===== config.mk =====
export PLATFORM = sky130hd
export DESIGN_NAME = evt_timer
export DESIGN_NICKNAME = d
export VERILOG_FILES = /design/src/rtl/evt_timer_pkg.sv /design/src/rtl/evt_timer_count.sv /design/src/rtl/evt_timer_compare.sv /design/src/rtl/evt_timer_capture.sv /design/src/rtl/evt_timer_irq.sv /design/src/rtl/evt_timer.sv
export SDC_FILE = /design/constraint.sdc
export NUM_CORES = 1
export LEC_CHECK = 0
export BUFFER_PORTS_ARGS = -buffer_cell sky130_fd_sc_hd__buf_2
export CAP_MARGIN = 20
export CORE_MARGIN = 1
export CORE_UTILIZATION = 30
export CTS_CLUSTER_DIAMETER = 50
export CTS_CLUSTER_SIZE = 10
export DETAILED_ROUTE_END_ITERATION = 12
export SLEW_MARGIN = 10
export SYNTH_ARGS = -nofsm -noshare
export SYNTH_HDL_FRONTEND = slang
export SYNTH_SLANG_ARGS = --single-unit

===== constraint.sdc =====
create_clock -name clk -period 5.33 [get_ports clk]
set_clock_uncertainty 0.05 [all_clocks]
set_input_delay 0.2665 -clock clk [delete_from_list [all_inputs] [get_ports clk]]
set_output_delay 0.2665 -clock clk [all_outputs]
set_load 0.1 [all_outputs]

===== src/rtl/evt_timer_pkg.sv =====
package evt_timer_pkg;
  typedef enum logic [1:0] {
    DIR_UP   = 2'd0,
    DIR_DOWN = 2'd1,
    DIR_UPDN = 2'd2
  } dir_e;

  typedef struct packed {
    logic [1:0] trig_sel;
    logic       swap_en;
    logic       oneshot;
    logic [1:0] dir;
  } mode_t;

  localparam int NUM_EVT  = 4;
  localparam int EVT_OVF  = 0;
  localparam int EVT_UNF  = 1;
  localparam int EVT_CAP  = 2;
  localparam int EVT_CMP  = 3;

  localparam logic [2:0] A_PERIOD = 3'd0;
  localparam logic [2:0] A_CMP    = 3'd1;
  localparam logic [2:0] A_CMPBUF = 3'd2;
  localparam logic [2:0] A_MODE   = 3'd3;
  localparam logic [2:0] A_CLR    = 3'd4;
endpackage


===== src/rtl/evt_timer_count.sv =====
module evt_timer_count
  import evt_timer_pkg::*;
#(
  parameter int CW = 16
) (
  input  logic          clk,
  input  logic          rst_n,
  input  logic [CW-1:0] period,
  input  logic [1:0]    dir,
  input  logic          oneshot,
  input  logic          start,
  input  logic          stop,
  input  logic          reload,
  input  logic          count_en,
  output logic [CW-1:0] cnt,
  output logic          running,
  output logic          step_vld,
  output logic [CW-1:0] cnt_nxt,
  output logic          ovf,
  output logic          unf
);
  localparam logic [CW-1:0] ZERO = '0;
  localparam logic [CW-1:0] ONE  = CW'(1);

  logic falling;
  logic fall_nxt;
  logic wrap_o;
  logic wrap_u;
  logic end_one;

  always_comb begin
    cnt_nxt  = cnt;
    fall_nxt = falling;
    wrap_o   = 1'b0;
    wrap_u   = 1'b0;
    case (dir)
      DIR_DOWN: begin
        if (cnt == ZERO) begin
          cnt_nxt = period;
          wrap_u  = 1'b1;
        end else begin
          cnt_nxt = cnt - ONE;
        end
      end
      DIR_UPDN: begin
        if (!falling) begin
          if (cnt >= period) begin
            cnt_nxt  = (period == ZERO) ? ZERO : period - ONE;
            fall_nxt = 1'b1;
            wrap_o   = 1'b1;
          end else begin
            cnt_nxt = cnt + ONE;
          end
        end else begin
          if (cnt == ZERO) begin
            cnt_nxt  = (period == ZERO) ? ZERO : ONE;
            fall_nxt = 1'b0;
            wrap_u   = 1'b1;
          end else begin
            cnt_nxt = cnt - ONE;
          end
        end
      end
      default: begin
        if (cnt >= period) begin
          cnt_nxt = ZERO;
          wrap_o  = 1'b1;
        end else begin
          cnt_nxt = cnt + ONE;
        end
      end
    endcase
    end_one = (dir == DIR_UP || dir == 2'd3) ? wrap_o : wrap_u;
  end

  assign step_vld = running && count_en && !stop && !reload;

  always_ff @(posedge clk or negedge rst_n) begin
    if (!rst_n) begin
      cnt     <= '0;
      running <= 1'b0;
      falling <= 1'b0;
      ovf     <= 1'b0;
      unf     <= 1'b0;
    end else begin
      ovf <= step_vld && wrap_o;
      unf <= step_vld && wrap_u;
      if (stop) begin
        running <= 1'b0;
      end else if (reload) begin
        cnt     <= (dir == DIR_DOWN) ? period : ZERO;
        falling <= 1'b0;
        running <= 1'b1;
      end else begin
        if (start) running <= 1'b1;
        if (step_vld) begin
          cnt     <= cnt_nxt;
          falling <= fall_nxt;
          if (oneshot && end_one) running <= 1'b0;
        end
      end
    end
  end

  assert_count_holds_R5: assert property (@(posedge clk) disable iff (!rst_n)
    (!count_en && !reload) |=> $stable(cnt));

  assert_stop_wins_R6: assert property (@(posedge clk) disable iff (!rst_n)
    stop |=> !running);

  assert_up_wrap_zero_R1: assert property (@(posedge clk) disable iff (!rst_n)
    (ovf && dir == DIR_UP) |-> (cnt == ZERO));

  assert_oneshot_halt_R4: assert property (@(posedge clk) disable iff (!rst_n)
    (ovf && oneshot && dir == DIR_UP) |-> !running);
endmodule


===== src/rtl/evt_timer_compare.sv =====
module evt_timer_compare #(
  parameter int CW = 16
) (
  input  logic          clk,
  input  logic          rst_n,
  input  logic          wr_act,
  input  logic          wr_buf,
  input  logic [CW-1:0] wdata,
  input  logic          swap_en,
  input  logic          step_vld,
  input  logic [CW-1:0] cnt_nxt,
  output logic [CW-1:0] cmp_act,
  output logic [CW-1:0] cmp_buf,
  output logic          cmp_evt
);
  logic hit;
  assign hit = step_vld && (cnt_nxt == cmp_act);

  always_ff @(posedge clk or negedge rst_n) begin
    if (!rst_n) begin
      cmp_act <= '0;
      cmp_buf <= '0;
      cmp_evt <= 1'b0;
    end else begin
      cmp_evt <= hit;
      if (hit && swap_en) begin
        cmp_act <= cmp_buf;
        cmp_buf <= cmp_act;
      end
      if (wr_act) cmp_act <= wdata;
      if (wr_buf) cmp_buf <= wdata;
    end
  end

  assert_swap_exchange_R8: assert property (@(posedge clk) disable iff (!rst_n)
    (hit && swap_en && !wr_act && !wr_buf) |=>
      (cmp_act == $past(cmp_buf) && cmp_buf == $past(cmp_act)));
endmodule


===== src/rtl/evt_timer_capture.sv =====
module evt_timer_capture #(
  parameter int CW = 16
) (
  input  logic          clk,
  input  logic          rst_n,
  input  logic          cap_stb,
  input  logic [CW-1:0] cnt,
  output logic [CW-1:0] cap_val,
  output logic [CW-1:0] cap_bak,
  output logic          cap_evt
);
  always_ff @(posedge clk or negedge rst_n) begin
    if (!rst_n) begin
      cap_val <= '0;
      cap_bak <= '0;
      cap_evt <= 1'b0;
    end else begin
      cap_evt <= cap_stb;
      if (cap_stb) begin
        cap_val <= cnt;
        cap_bak <= cap_val;
      end
    end
  end

  assert_capture_shift_R9: assert property (@(posedge clk) disable iff (!rst_n)
    cap_stb |=> (cap_bak == $past(cap_val) && cap_val == $past(cnt)));
endmodule


===== src/rtl/evt_timer_irq.sv =====
module evt_timer_irq
  import evt_timer_pkg::*;
(
  input  logic               clk,
  input  logic               rst_n,
  input  logic [NUM_EVT-1:0] events,
  input  logic               clr_wr,
  input  logic [NUM_EVT-1:0] clr_mask,
  input  logic [1:0]         trig_sel,
  output logic [NUM_EVT-1:0] flags,
  output logic               trig
);
  logic [NUM_EVT-1:0] clr_eff;
  assign clr_eff = clr_wr ? clr_mask : '0;
  assign trig    = events[trig_sel];

  always_ff @(posedge clk or negedge rst_n) begin
    if (!rst_n) flags <= '0;
    else        flags <= (flags & ~clr_eff) | events;
  end

  assert_flags_sticky_R10: assert property (@(posedge clk) disable iff (!rst_n)
    !clr_wr |=> ((flags & $past(flags)) == $past(flags)));

  assert_event_sets_flag_R10: assert property (@(posedge clk) disable iff (!rst_n)
    (|events) |=> ((flags & $past(events)) == $past(events)));
endmodule


===== src/rtl/evt_timer.sv =====
module evt_timer
  import evt_timer_pkg::*;
#(
  parameter int CW = 16
) (
  input  logic          clk,
  input  logic          rst_n,
  input  logic          wr_en,
  input  logic [2:0]    wr_addr,
  input  logic [CW-1:0] wr_data,
  input  logic          start,
  input  logic          stop,
  input  logic          reload,
  input  logic          capture,
  input  logic          count_en,
  output logic [CW-1:0] count,
  output logic          running,
  output logic [CW-1:0] cmp_active,
  output logic [CW-1:0] cmp_buffer,
  output logic [CW-1:0] cap_value,
  output logic [CW-1:0] cap_buffer,
  output logic [3:0]    irq_flags,
  output logic          irq,
  output logic          trig
);
  localparam int MW = $bits(mode_t);

  logic [CW-1:0]      period_q;
  mode_t              mode_q;
  logic               step_vld;
  logic [CW-1:0]      cnt_nxt;
  logic               ovf;
  logic               unf;
  logic               cmp_evt;
  logic               cap_evt;
  logic [NUM_EVT-1:0] events;

  always_ff @(posedge clk or negedge rst_n) begin
    if (!rst_n) begin
      period_q <= '0;
      mode_q   <= '0;
    end else if (wr_en) begin
      if (wr_addr == A_PERIOD) period_q <= wr_data;
      if (wr_addr == A_MODE)   mode_q   <= mode_t'(wr_data[MW-1:0]);
    end
  end

  evt_timer_count #(.CW(CW)) u_count (
    .clk(clk), .rst_n(rst_n), .period(period_q), .dir(mode_q.dir),
    .oneshot(mode_q.oneshot), .start(start), .stop(stop), .reload(reload),
    .count_en(count_en), .cnt(count), .running(running), .step_vld(step_vld),
    .cnt_nxt(cnt_nxt), .ovf(ovf), .unf(unf)
  );

  evt_timer_compare #(.CW(CW)) u_compare (
    .clk(clk), .rst_n(rst_n),
    .wr_act(wr_en && wr_addr == A_CMP), .wr_buf(wr_en && wr_addr == A_CMPBUF),
    .wdata(wr_data), .swap_en(mode_q.swap_en), .step_vld(step_vld),
    .cnt_nxt(cnt_nxt), .cmp_act(cmp_active), .cmp_buf(cmp_buffer),
    .cmp_evt(cmp_evt)
  );

  evt_timer_capture #(.CW(CW)) u_capture (
    .clk(clk), .rst_n(rst_n), .cap_stb(capture), .cnt(count),
    .cap_val(cap_value), .cap_bak(cap_buffer), .cap_evt(cap_evt)
  );

  always_comb begin
    events          = '0;
    events[EVT_OVF] = ovf;
    events[EVT_UNF] = unf;
    events[EVT_CAP] = cap_evt;
    events[EVT_CMP] = cmp_evt;
  end

  evt_timer_irq u_irq (
    .clk(clk), .rst_n(rst_n), .events(events),
    .clr_wr(wr_en && wr_addr == A_CLR), .clr_mask(wr_data[NUM_EVT-1:0]),
    .trig_sel(mode_q.trig_sel), .flags(irq_flags), .trig(trig)
  );

  assign irq = |irq_flags;

  assert_irq_tracks_flags_R10: assert property (@(posedge clk) disable iff (!rst_n)
    (irq_flags == '0) |-> !irq);
endmodule


### After elaboration in Yosys (flattened, before gate mapping)

Index checks and enable logic that the tools add are counted.

| cells by class | value |
|---|---|
| bitwise logic cells | 4 |
| magnitude comparators | 2 |
| muxes and demuxes | 35 |
| equality and inequality tests | 8 |
| add/sub/neg operators | 3 |
| reductions and logical operators | 27 |

Operator list:

| cell | number |
|---|---|
| 16-bit 2-to-1 mux | 13 |
| 16-bit logical NOT | 2 |
| 16-bit one-hot mux with 2 select lines | 1 |
| 16-bit by 1-bit subtractor with 16-bit output, second input constant | 2 |
| 1-bit 2-to-1 mux | 17 |
| 16-bit by 1-bit adder with 16-bit output, second input constant | 1 |
| 16-bit == test | 1 |
| 16-bit >= comparator | 1 |
| 1-bit logical AND | 11 |
| 2-bit nonzero test | 4 |
| 3-bit by 2-bit == test with 1-bit output, second input constant | 2 |
| 2-bit AND reduction | 3 |
| 4-bit bitwise AND | 1 |
| 2-bit == test, second input constant | 2 |
| 4-bit 2-to-1 mux | 1 |
| 4-bit NOT | 1 |
| 4-bit bitwise OR | 1 |
| 1-bit one-hot mux with 2 select lines | 2 |
| 4-bit OR reduction | 1 |
| 3-bit by 1-bit == test with 1-bit output, second input constant | 1 |
| 3-bit == test, second input constant | 1 |
| 3-bit logical NOT | 1 |
| 2-bit by 3-bit less-than comparator with 1-bit output, second input constant | 1 |
| 3-bit AND reduction | 1 |
| 6 further kinds | 7 |

| storage, ports and cells | value |
|---|---|
| output and inout port bits | 87 |
| flip-flop bits (word level) | 112 |
| logic and storage cells | 96 |
| input bits | 27 |

### Depth between registers and ports, before layout

Gate-level depths: netlist (run 1).

| depth | value |
|---|---|
| depth after elaboration | 10 |
| gate-level depth with buffers | 17 |
| gate-level depth less buffers | 13 |

### Modules after synthesis

Synthesis (run 1) repeated with hierarchy kept, for this count alone.

| second synthesis, totals | value |
|---|---|
| cell total of the unflattened synthesis | 723 |
| area, all modules | 7569.8 µm² |

Modules (own cells, without submodules):

| module | area each (µm²) | cells each | times used | sequential area each (µm²) |
|---|---|---|---|---|
| evt_timer_count | 3250.6 | 458 | 1 | 500.5 |
| evt_timer_compare | 1903.1 | 131 | 1 | 825.8 |
| evt_timer_capture | 1370.1 | 69 | 1 | 825.8 |
| evt_timer | 878.3 | 52 | 1 | 550.5 |
| evt_timer_irq | 167.7 | 13 | 1 | 100.1 |

### Worst setup path before layout (run 1)

Ideal clock, no wire load.

| path | value |
|---|---|
| path kind | register -> register |
| start | register u_count.cnt[0] |
| end | register u_compare.cmp_act[5] |
| path buffers | 2 |
| setup slack | 0.850 ns |
| data required time | 5.151 ns |
| library setup time | 0.129 ns |
| arrival time | 4.301 ns |
| stages on the path, launching flop included | 16 |
| cells stage by stage | dfrtp_1 > clkbuf_1 > inv_1 > ha_1 > a31oi_1 > nor2b_1 > o311a_1 > or4_1 > a22o_1 > o21a_1 > nor4b_2 > nand4_1 > or4_4 > buf_6 > o21ai_1 > a21oi_1 |

| between the ends | value |
|---|---|
| longest elaborated chain between the ends | 8 |

RTL lines:

| element | RTL line | source |
|---|---|---|
| from (decl) | evt_timer_count.sv:15 | `output logic [CW-1:0] cnt,` |
| from (signal assigned) | evt_timer_count.sv:91 | `cnt <= (dir == DIR_DOWN) ? period : ZERO;` |
| from (signal assigned) | evt_timer_count.sv:97 | `cnt <= cnt_nxt;` |
| 16-bit by 1-bit adder with 16-bit output (tied with other cells) | evt_timer_count.sv:52, evt_timer_count.sv:69 |  |
| 16-bit 2-to-1 mux, on equally long branches | evt_timer_count.sv:47, evt_timer_count.sv:55 |  |
| 16-bit 2-to-1 mux | evt_timer_count.sv:46 | `if (!falling) begin` |
| 16-bit one-hot mux with 2 select lines * | evt_timer_count.sv:36 | `case (dir)` |
| 16-bit == test * | evt_timer_compare.sv:17 | `assign hit = step_vld && (cnt_nxt == cmp_act);` |
| 1-bit logical AND * | evt_timer_compare.sv:17 |  |
| 1-bit logical AND * | evt_timer_compare.sv:26 | `if (hit && swap_en) begin` |
| 2-bit nonzero test (no line) * | -- |  |
| to (signal assigned) | evt_timer_compare.sv:27 | `cmp_act <= cmp_buf;` |
| to (signal assigned) | evt_timer_compare.sv:30 | `if (wr_act) cmp_act <= wdata;` |
| to (decl) | evt_timer_compare.sv:12 | `output logic [CW-1:0] cmp_act,` |

Mark *: on every way between the ends. The rest lies on a longest branch, timed or not.
A chain may end at the register's enable or synchronous reset.

### Worst setup path after layout (run 1)

| path | value |
|---|---|
| start | register u_count.cnt[2] |
| end | register u_compare.cmp_buf[5] |

| between the ends | value |
|---|---|
| longest elaborated chain between the ends | 8 |

RTL lines:

| element | RTL line | source |
|---|---|---|
| 16-bit by 1-bit adder with 16-bit output (tied with other cells) | evt_timer_count.sv:52, evt_timer_count.sv:69 |  |
| 16-bit 2-to-1 mux, on equally long branches | evt_timer_count.sv:47, evt_timer_count.sv:55 |  |
| 16-bit 2-to-1 mux | evt_timer_count.sv:46 |  |
| 16-bit one-hot mux with 2 select lines * | evt_timer_count.sv:36 |  |
| 16-bit == test * | evt_timer_compare.sv:17 |  |
| 1-bit logical AND * | evt_timer_compare.sv:17 |  |
| 1-bit logical AND * | evt_timer_compare.sv:26 |  |
| 2-bit nonzero test (no line) * | -- |  |
| to (signal assigned) | evt_timer_compare.sv:28 | `cmp_buf <= cmp_act;` |
| to (signal assigned) | evt_timer_compare.sv:31 | `if (wr_buf) cmp_buf <= wdata;` |
| to (decl) | evt_timer_compare.sv:13 | `output logic [CW-1:0] cmp_buf,` |

Marks and branches as above.

==> summary by stage, run 1 <==
Pwr
The switching power share of the total is 58.6%. VDD sags by at most about 0.00038 V. Summed over all nets, the switching power comes to 3.10 mW. For this design the static power due to leakage is between 3 and 4 nW. Power spread over the standard cell area amounts to about 600 nW/um2.

The register share of total power is 26.2%. The cell-internal power is 2.19 mW. The clock network fraction of design power is between 10 and 15%.

The combinational cell fraction of total power is just over 60%.

Setup path
Of all nets on the critical path, the largest fanout is 33. STA puts the critical path data required time at ~5.5 ns. The biggest cell delay along the critical path is about 0.86 ns. The length in cells of the worst reg-to-reg path is 13. The critical path class is reg -> reg.

The data arrival time of the critical path is approximately 5 ns. Among all stages on the critical path, the largest delay is contributed by sky130_fd_sc_hd__a2111oi_0. The worst register-to-register path begins at u_count.cnt[2]. The worst setup path is launched from a flip-flop. The critical path goes through ha_1, a31oi_1, nor2b_1, o311ai_0, buf_4, nand3_1, a2111oi_0, nor3_1, nor4b_2, nand4_1, or4_4, and2b_1, o22ai_1. The worst setup path is captured at a flip-flop. The worst register-to-register path has a setup slack of roughly 0.58 ns. The terminus of the critical flop-to-flop path is u_compare.cmp_buf[5].

Detailed routing
The number of antenna-violating nets in the routed design is 0. The total vias in the final route is about 7300. In the routed design, unresolved DRC markers number 0. The first detailed-routing pass took 5 iterations. The first routing iteration left a little over 700 violations.

The routed wirelength normalized by instance count is a little under 20 um. Dividing the detail-routed via count by the number of cells gives ~5.7. The routed wire length is 25.1 mm.

Synthesis
The synthesized instance count is 890. The synthesized netlist contains 75 unique library cells. The top flip-flop cell by instance count after synthesis is sky130_fd_sc_hd__dfrtp_1. The count of warnings emitted by yosys is 0. A synthesized cell averages between 8 and 9 um2.

Synthesis inferred between 100 and 150 register bits. By area the synthesized netlist is led by sky130_fd_sc_hd__dfrtp_1 (37%), sky130_fd_sc_hd__mux2_2 (5.7%), sky130_fd_sc_hd__a21oi_1 (3.8%). Counting flops with an async set or reset pin after synthesis yields a share of between 90% and 100%. Of the synthesized area, sequential elements account for between 30 and 40%.

The number of enable flip-flop cells after synthesis is 0. The post-synthesis cell type with the largest combined area is sky130_fd_sc_hd__dfrtp_1. The netlist area before placement is 7640 um2. In this run the biggest area consumer among cell types represents a little under two fifths of the synthesized area. The number of nets handed over by synthesis was 940.

Cells and area
After routing the design area is approximately 9000 um2. The final net count is 1015. Counting the fill cells in the layout gives between 2000 and 3000. The layout overhead on the synthesized area is 14.8%. The number of antenna diodes in the final layout is 0. The fraction of final layout cells with drive strength greater than 1 is ~22%. The sequential cell area in the final layout is about 2800 um2. Summing all multi-input logic gate instances after layout gives ~4400 um2. The library cells used most frequently in the layout, excluding fill and tap cells, are sky130_fd_sc_hd__buf_2 (112), sky130_fd_sc_hd__dfrtp_1 (112), sky130_fd_sc_hd__nand2_1 (63), sky130_fd_sc_hd__nor2_1 (63), sky130_fd_sc_hd__a21oi_1 (58).

Clocking
After clock tree synthesis, the clock-pin slew on the worst setup and hold paths is 0.09 ns. The TritonCTS sink count is about 110. The number of setup buffers added after CTS is 0. The clock tree synthesis step divided the H-tree into 3 levels.

TritonCTS built the clock tree. For the worst-skew pair, the clock arrives at the later sink with an insertion delay of ~0.36 ns. The total CTS buffers is 9. The post-cts sizing count is 0. In this run, post-CTS hold repair placed 0 buffers. The root buffer cell chosen for the clock tree is sky130_fd_sc_hd__clkbuf_16. The maximum root-to-sink buffer count is 2.

Global routing
The wire length of the first global-routing pass is around 39 mm. Across every metal layer, demand over resource in global routing totals about a fifth. Entering global routing, the biggest net connects 71 pins. The overall overflow remaining after global route is 0.

The initial antenna violation count is 0. The number of global-route vias before repair came to 6569.

Die
The horizontal extent of the die is 162 um. The I/O pin count is roughly 110. The die area is about 26000 um2. The vertical extent of the die is roughly 160 um. The number of cell rows is 58.

The area of the core region is between 20000 and 30000 um2. Once the floorplan was initialized, standard cells occupied 30.4% of the core.

STA
For the pin with the worst max-slew slack, the measured transition is 0.943 ns. Setup repair after global routing left no endpoint under its margin. The top achievable clock speed is ~210 MHz. Dividing the final minimum period by the clock period gives around 89%. Setup violations remaining at the end of the flow were counted as 0. The worst relative slew slack is 37.1%. The number of failing hold endpoints at the final stage is 19. The final number of max-transition violations came to 0. Counting I/O delays and the setup requirement, the final critical path takes approximately 4.8 ns. The worst-case hold slack is -0.0208 ns. Setup total negative slack on the finished layout was measured at 0 ns.

Place
Summing all placed instances gives a cell area of between 8000 and 9000 um2. The number of input and output port buffers inserted is around 110. The half-perimeter wire length after placement is approximately 18 mm. Routability-driven placement finished with a final weighted congestion of 0.899.

Worst hold path
In this run the worst hold path is classified as in -> async.

Run
The max-cap violation count is 0.

Run status
The run finished, with violations left. The final reports fail on negative hold slack.
[worst max path at each step]
stage	start	end	slack [ns]	depth (start not counted)
3_5_place_dp	u_count.cnt[2]	u_compare.cmp_buf[5]	0.70	13
3_3_place_gp	u_count.cnt[3]	u_compare.cmp_buf[5]	0.74	11
5_1_grt	u_count.cnt[2]	u_compare.cmp_buf[1]	0.25	13
4_1_cts	u_count.cnt[2]	u_compare.cmp_buf[5]	0.64	13
6_report	u_count.cnt[2]	u_compare.cmp_buf[5]	0.58	13
2_1_floorplan	u_count.cnt[0]	u_compare.cmp_act[5]	0.85	15
[cells in the mapped netlist (3+ instances only)]
cell and number:
sky130_fd_sc_hd__o22ai_1 3, sky130_fd_sc_hd__ha_1 23, sky130_fd_sc_hd__or3_1 6, sky130_fd_sc_hd__inv_1 33
sky130_fd_sc_hd__o21ai_0 48, sky130_fd_sc_hd__o21a_1 6, sky130_fd_sc_hd__or4_4 3, sky130_fd_sc_hd__o31a_1 4
sky130_fd_sc_hd__a21o_1 7, sky130_fd_sc_hd__buf_2 7, sky130_fd_sc_hd__nand2_1 63, sky130_fd_sc_hd__a31o_2 3
sky130_fd_sc_hd__a211oi_1 8, sky130_fd_sc_hd__buf_6 4, sky130_fd_sc_hd__clkbuf_1 55, sky130_fd_sc_hd__o21ai_1 30
sky130_fd_sc_hd__o311ai_0 3, sky130_fd_sc_hd__xor2_1 13, sky130_fd_sc_hd__nor3_1 39, sky130_fd_sc_hd__o211a_1 3
sky130_fd_sc_hd__nand4_1 23, sky130_fd_sc_hd__a21oi_1 58, sky130_fd_sc_hd__or4_1 3, sky130_fd_sc_hd__o211ai_1 7
sky130_fd_sc_hd__nor2_1 63, sky130_fd_sc_hd__nor4_1 10, sky130_fd_sc_hd__mux2_2 39, sky130_fd_sc_hd__xnor2_1 32
sky130_fd_sc_hd__nor3b_1 3, sky130_fd_sc_hd__and3_1 31, sky130_fd_sc_hd__buf_1 4, sky130_fd_sc_hd__nand3_1 27
sky130_fd_sc_hd__o21bai_1 3, sky130_fd_sc_hd__or2_2 4, sky130_fd_sc_hd__a311oi_1 6, sky130_fd_sc_hd__a31oi_1 42
sky130_fd_sc_hd__nor2b_1 4, sky130_fd_sc_hd__dfrtp_1 112, sky130_fd_sc_hd__o31ai_1 10
[registers in the layout, summed over array words and instances (netlist names), 4 cells and up]
signal and count:
u_compare.cmp_act 16, u_irq.flags 4, period_q 16, u_capture.cap_bak 16, u_capture.cap_val 16, u_compare.cmp_buf 16, mode_q 6, u_count.cnt 16
[layer usage]
layer	vias up	wire length (um)	global-route usage (%)	share of wire, %
li1	3436	-	-	-
met1	3545	12100	28.7	48
met2	333	10600	28.3	42
met3	35	1780	2.39	7.1
met4	0	554	5.79	2.2
met5	-	0	0	0
[worst max-delay path, delay by kind of cell, from the launching register on]
family | cells | cell delay, ns
AOI/OAI and AO/OA | 4 | 1.39
adders and majority gates | 1 | 0.35
buffers and inverters | 1 | 0.25
DFF | 1 | 0.71
and+or+nand+nor | 7 | 1.89
[power groups by stage]
| stage | registers, mW | clock network, mW | logic [mW] |
|---|---|---|---|
| floorplan | 2.53 | 0 | 1.32 |
| global placement | 1.39 | 0 | 3.20 |
| detailed placement | 1.40 | 0 | 3.20 |
| CTS | 1.38 | 0.690 | 3.22 |
| global route | 1.43 | 0.725 | 3.41 |
| finish | 1.39 | 0.664 | 3.24 |
[final cells by class]
class,count,area share (%)
Multi-Input combinational cell,674,50.4
Sequential cell,112,32.0
Timing Repair Buffer,135,8.36
Tap cell,330,4.71
Clock buffer,10,2.61
Inverter,33,1.41
Clock inverter,6,0.585
[logic make-up (layout without fill, tap and decap cells)]
family	Yosys count	count (layout)	share of synthesized area, %
xor+xnor	45	45	5.16
simple gates	298	298	20.6
mux	41	41	6.17
fa+ha+maj	23	23	3.77
flops	112	112	36.7
compound gates	267	267	22.0
buf+inv	104	184	5.67
[metrics by stage]
stage	setup WS, ns	power, mW	instances	util (%)
3_3_place_gp	0.736	4.59	1283	33.8
5_1_grt	0.252	5.57	1300	34.9
6_report	0.576	5.29	1300	34.9
4_1_cts	0.645	5.29	1300	34.9
2_1_floorplan	0.850	3.85	890	-
3_5_place_dp	0.698	4.61	1284	33.8
(Power assumes the default switching activity.)
==> run 2: changes to the inputs <==
==> constraint.sdc (replaced) <==
create_clock -name clk -period 5.33 [get_ports clk]
set_clock_uncertainty 0.05 [all_clocks]
set_input_delay 0 -clock clk [delete_from_list [all_inputs] [get_ports clk]]
set_output_delay 0 -clock clk [all_outputs]
set_load 0.1 [all_outputs]
==> summary by stage, run 2 (same netlist as run 1, synthesis figures left out) <==
Detailed routing
The total vias in the final route is roughly 7500. The number of antenna-violating nets in the routed design is 0. For this block, the initial DRC count from the detailed router was 727. The routed wire length is approximately 26 mm. After detailed routing, the number of remaining DRC violations is 0. Using the TritonRoute via totals, the vias-per-cell ratio works out to 5.69. Before antenna repair, the detailed router went through 5 iterations. Dividing the detail-routed wire length by the instance count gives 19.4 um.

Run
Max-cap violations in this run came to 0.

Cells and area
The number of antenna diodes in the final layout is 0. Relative to the synthesized area, the layout overhead comes to 18.0%. At the end of the flow, the number of nets in the layout was 1038. Cells with a size suffix above 1 make up 21.9% of the layout. The top cell types in the final layout, fill and taps aside, are sky130_fd_sc_hd__buf_2 (112), sky130_fd_sc_hd__dfrtp_1 (112), sky130_fd_sc_hd__nand2_1 (63), sky130_fd_sc_hd__nor2_1 (63), sky130_fd_sc_hd__a21oi_1 (58).

Place
Once detailed placement completed, the half-perimeter wirelength came to 18.6 mm. The post-placement setup slack is 0.564 ns. The final weighted congestion in routability-driven placement is about 0.95. The number of input and output port buffers inserted is 113.

STA
Setup violations remaining at the end of the flow were counted as 0. Derived from the worst setup path, the maximum achievable clock frequency is around 210 MHz. The final number of max-transition violations was 0.

The number of failing hold endpoints at the final stage is 1. Setup total negative slack on the finished layout was measured at 0 ns. Across all hold checks on the routed design, the worst slack comes to -0.000981 ns. Of the available clock period, the critical path in the final layout requires 89.3%. The pin slew with the least headroom to its limit is between 0.8 and 0.9 ns. Setup slack closes at 0.572 ns. Setup repair after global routing left no endpoint under its margin. Counting I/O delays and the setup requirement, the final critical path takes around 4.8 ns. Measured against its own limit, the worst slew margin works out to a little over two fifths.

Clocking
For the worst-skew pair, the clock arrives at the later sink with an insertion delay of approximately 0.36 ns. The total CTS buffers is 9. After clock tree synthesis, the clock-pin slew on the worst setup and hold paths is ~0.080 ns. TritonCTS built the clock tree. The TritonCTS sink count is between 100 and 150. In this run the deepest clock path goes through 2 buffers.

The H-tree depth is 3. The cell at the root of the clock tree is sky130_fd_sc_hd__clkbuf_16. The post-cts sizing count is 0.

Run status
The final reports fail on negative hold slack. The run finished, with violations left.

Global routing
The overall overflow remaining after global route is 0. The initial antenna violation count is 0. Entering global routing, the biggest net connects 63 pins. The number of global-route vias before repair is around 6900. The total global-route track usage is 19.6%.

The wire length of the first global-routing pass is around 40 mm.

Setup path
The endpoint identified for the worst register-to-register timing path is u_compare.cmp_act[0]. The critical path startpoint is u_count.cnt[0]. The kind of start point of the critical path is a flip-flop.

Data on the critical path arrives at its endpoint at 4.95 ns. At the worst endpoint, the required time is approximately 5.5 ns. The critical path ends at u_compare.cmp_act[0].

The slack of the worst reg-to-reg path is between 0.5 and 0.6 ns. In this run the critical register-to-register path is launched from u_count.cnt[0]. Along the worst path, the maximum fanout reaches 33. STA classifies the critical path endpoint as a flip-flop. The length in cells of the worst reg-to-reg path is 15. The critical path is of the reg -> reg type.

Die
The initial utilization of the core area, before any placement, comes to a little over 30%. The die area is 26100 um2. In this run the standard cell core region covers approximately 25000 um2. The I/O pin count is between 100 and 150.

The floorplan has slightly below 60 rows. Measured along the y axis, the die boundary spans ~160 um. The horizontal extent of the die is ~160 um.

Pwr
For this design the ratio of total power to cell area is just under 600 nW/um2. IR analysis of the VDD net gives a maximum drop of approximately 0.00043 V. The analysis attributes to cell leakage a power of roughly 3.9 nW.

Worst hold path
The worst hold path belongs to the class in -> reg.
[run 2: cell count changes in the layout (fill, tap and decap cells not counted)]
cell | previous run | this run
sky130_fd_sc_hd__buf_4 | 23 | 27
sky130_fd_sc_hd__inv_6 | 2 | 1
sky130_fd_sc_hd__dlygate4sd3_1 | 0 | 19
sky130_fd_sc_hd__clkinv_2 | 1 | 2
sky130_fd_sc_hd__clkbuf_1 | 1 | 0
sky130_fd_sc_hd__bufinv_16 | 0 | 1
[run 2: layer usage]
layer	up-vias	wire, um	track usage [%]
met4	0	388	4.85
met5	-	0	0
met1	3693	12200	29.1
met3	24	1980	3.52
met2	327	11100	29.1
li1	3484	-	-
[run 2: final cells by class]
type / instances / area, um2
clock buffers: 9 / 225
clock inverters: 7 / 77.6
fillers: 2676 / 16100
inverters: 33 / 124
multi-input cells: 674 / 4420
flip-flops and latches: 112 / 2800
well taps: 330 / 413
repair buffers: 158 / 953
[run 2: worst min path at each step]
stage               startpoint                    end  slack (ns)  cells past startpoint
floorplan                rst_n              mode_q[0]       -0.35                      0
global placement         rst_n  u_capture.cap_bak[15]        0.03                      1
detailed placement       rst_n  u_capture.cap_val[15]        0.03                      1
CTS                   count_en            u_count.unf      0.0002                      4
global route          count_en            u_count.unf        0.02                      4
finish                count_en            u_count.unf      -0.001                      4
[run 2: metrics by stage]
| step | instances | hold slack [ns] | instance area, um2 | utilization (%) | total power [mW] |
|---|---|---|---|---|---|
| global route | 1323 | 0.0240 | 9010 | 35.9 | 5.63 |
| floorplan | 890 | -0.346 | 7640 | - | 3.85 |
| CTS | 1322 | 0.000204 | 9010 | 35.9 | 5.36 |
| finish | 1323 | -0.000981 | 9010 | 35.9 | 5.37 |
| detailed placement | 1287 | 0.0270 | 8510 | 33.9 | 4.62 |
| global placement | 1287 | 0.0292 | 8510 | 33.9 | 4.61 |
[run 2: timing repair]
action	in CTS	in global routing
hold buffers	19	0
buffers inserted	0	0
endpoints found under the hold margin	110	0
[run 2: critical path: stages (launching register included)]
cell and delay, ns:
sky130_fd_sc_hd__dfrtp_1 0.59, sky130_fd_sc_hd__inv_1 0.23, sky130_fd_sc_hd__ha_1 0.34, sky130_fd_sc_hd__a31oi_1 0.13
sky130_fd_sc_hd__nor2b_1 0.08, sky130_fd_sc_hd__o311ai_0 0.29, sky130_fd_sc_hd__buf_4 0.24, sky130_fd_sc_hd__nand3_1 0.17
sky130_fd_sc_hd__buf_4 0.24, sky130_fd_sc_hd__a2111oi_0 0.71, sky130_fd_sc_hd__nor3_1 0.13, sky130_fd_sc_hd__nor4b_2 0.27
sky130_fd_sc_hd__nand4_1 0.16, sky130_fd_sc_hd__or4_4 0.66, sky130_fd_sc_hd__o21ai_0 0.26, sky130_fd_sc_hd__a21oi_1 0.09
[run 2: where the power goes]
group	total [mW]	internal [mW]	switching (mW)
Clock	0.710	0.371	0.339
Combinational	3.30	0.823	2.48
Sequential	1.35	1.06	0.296
Total	5.37	2.25	3.12
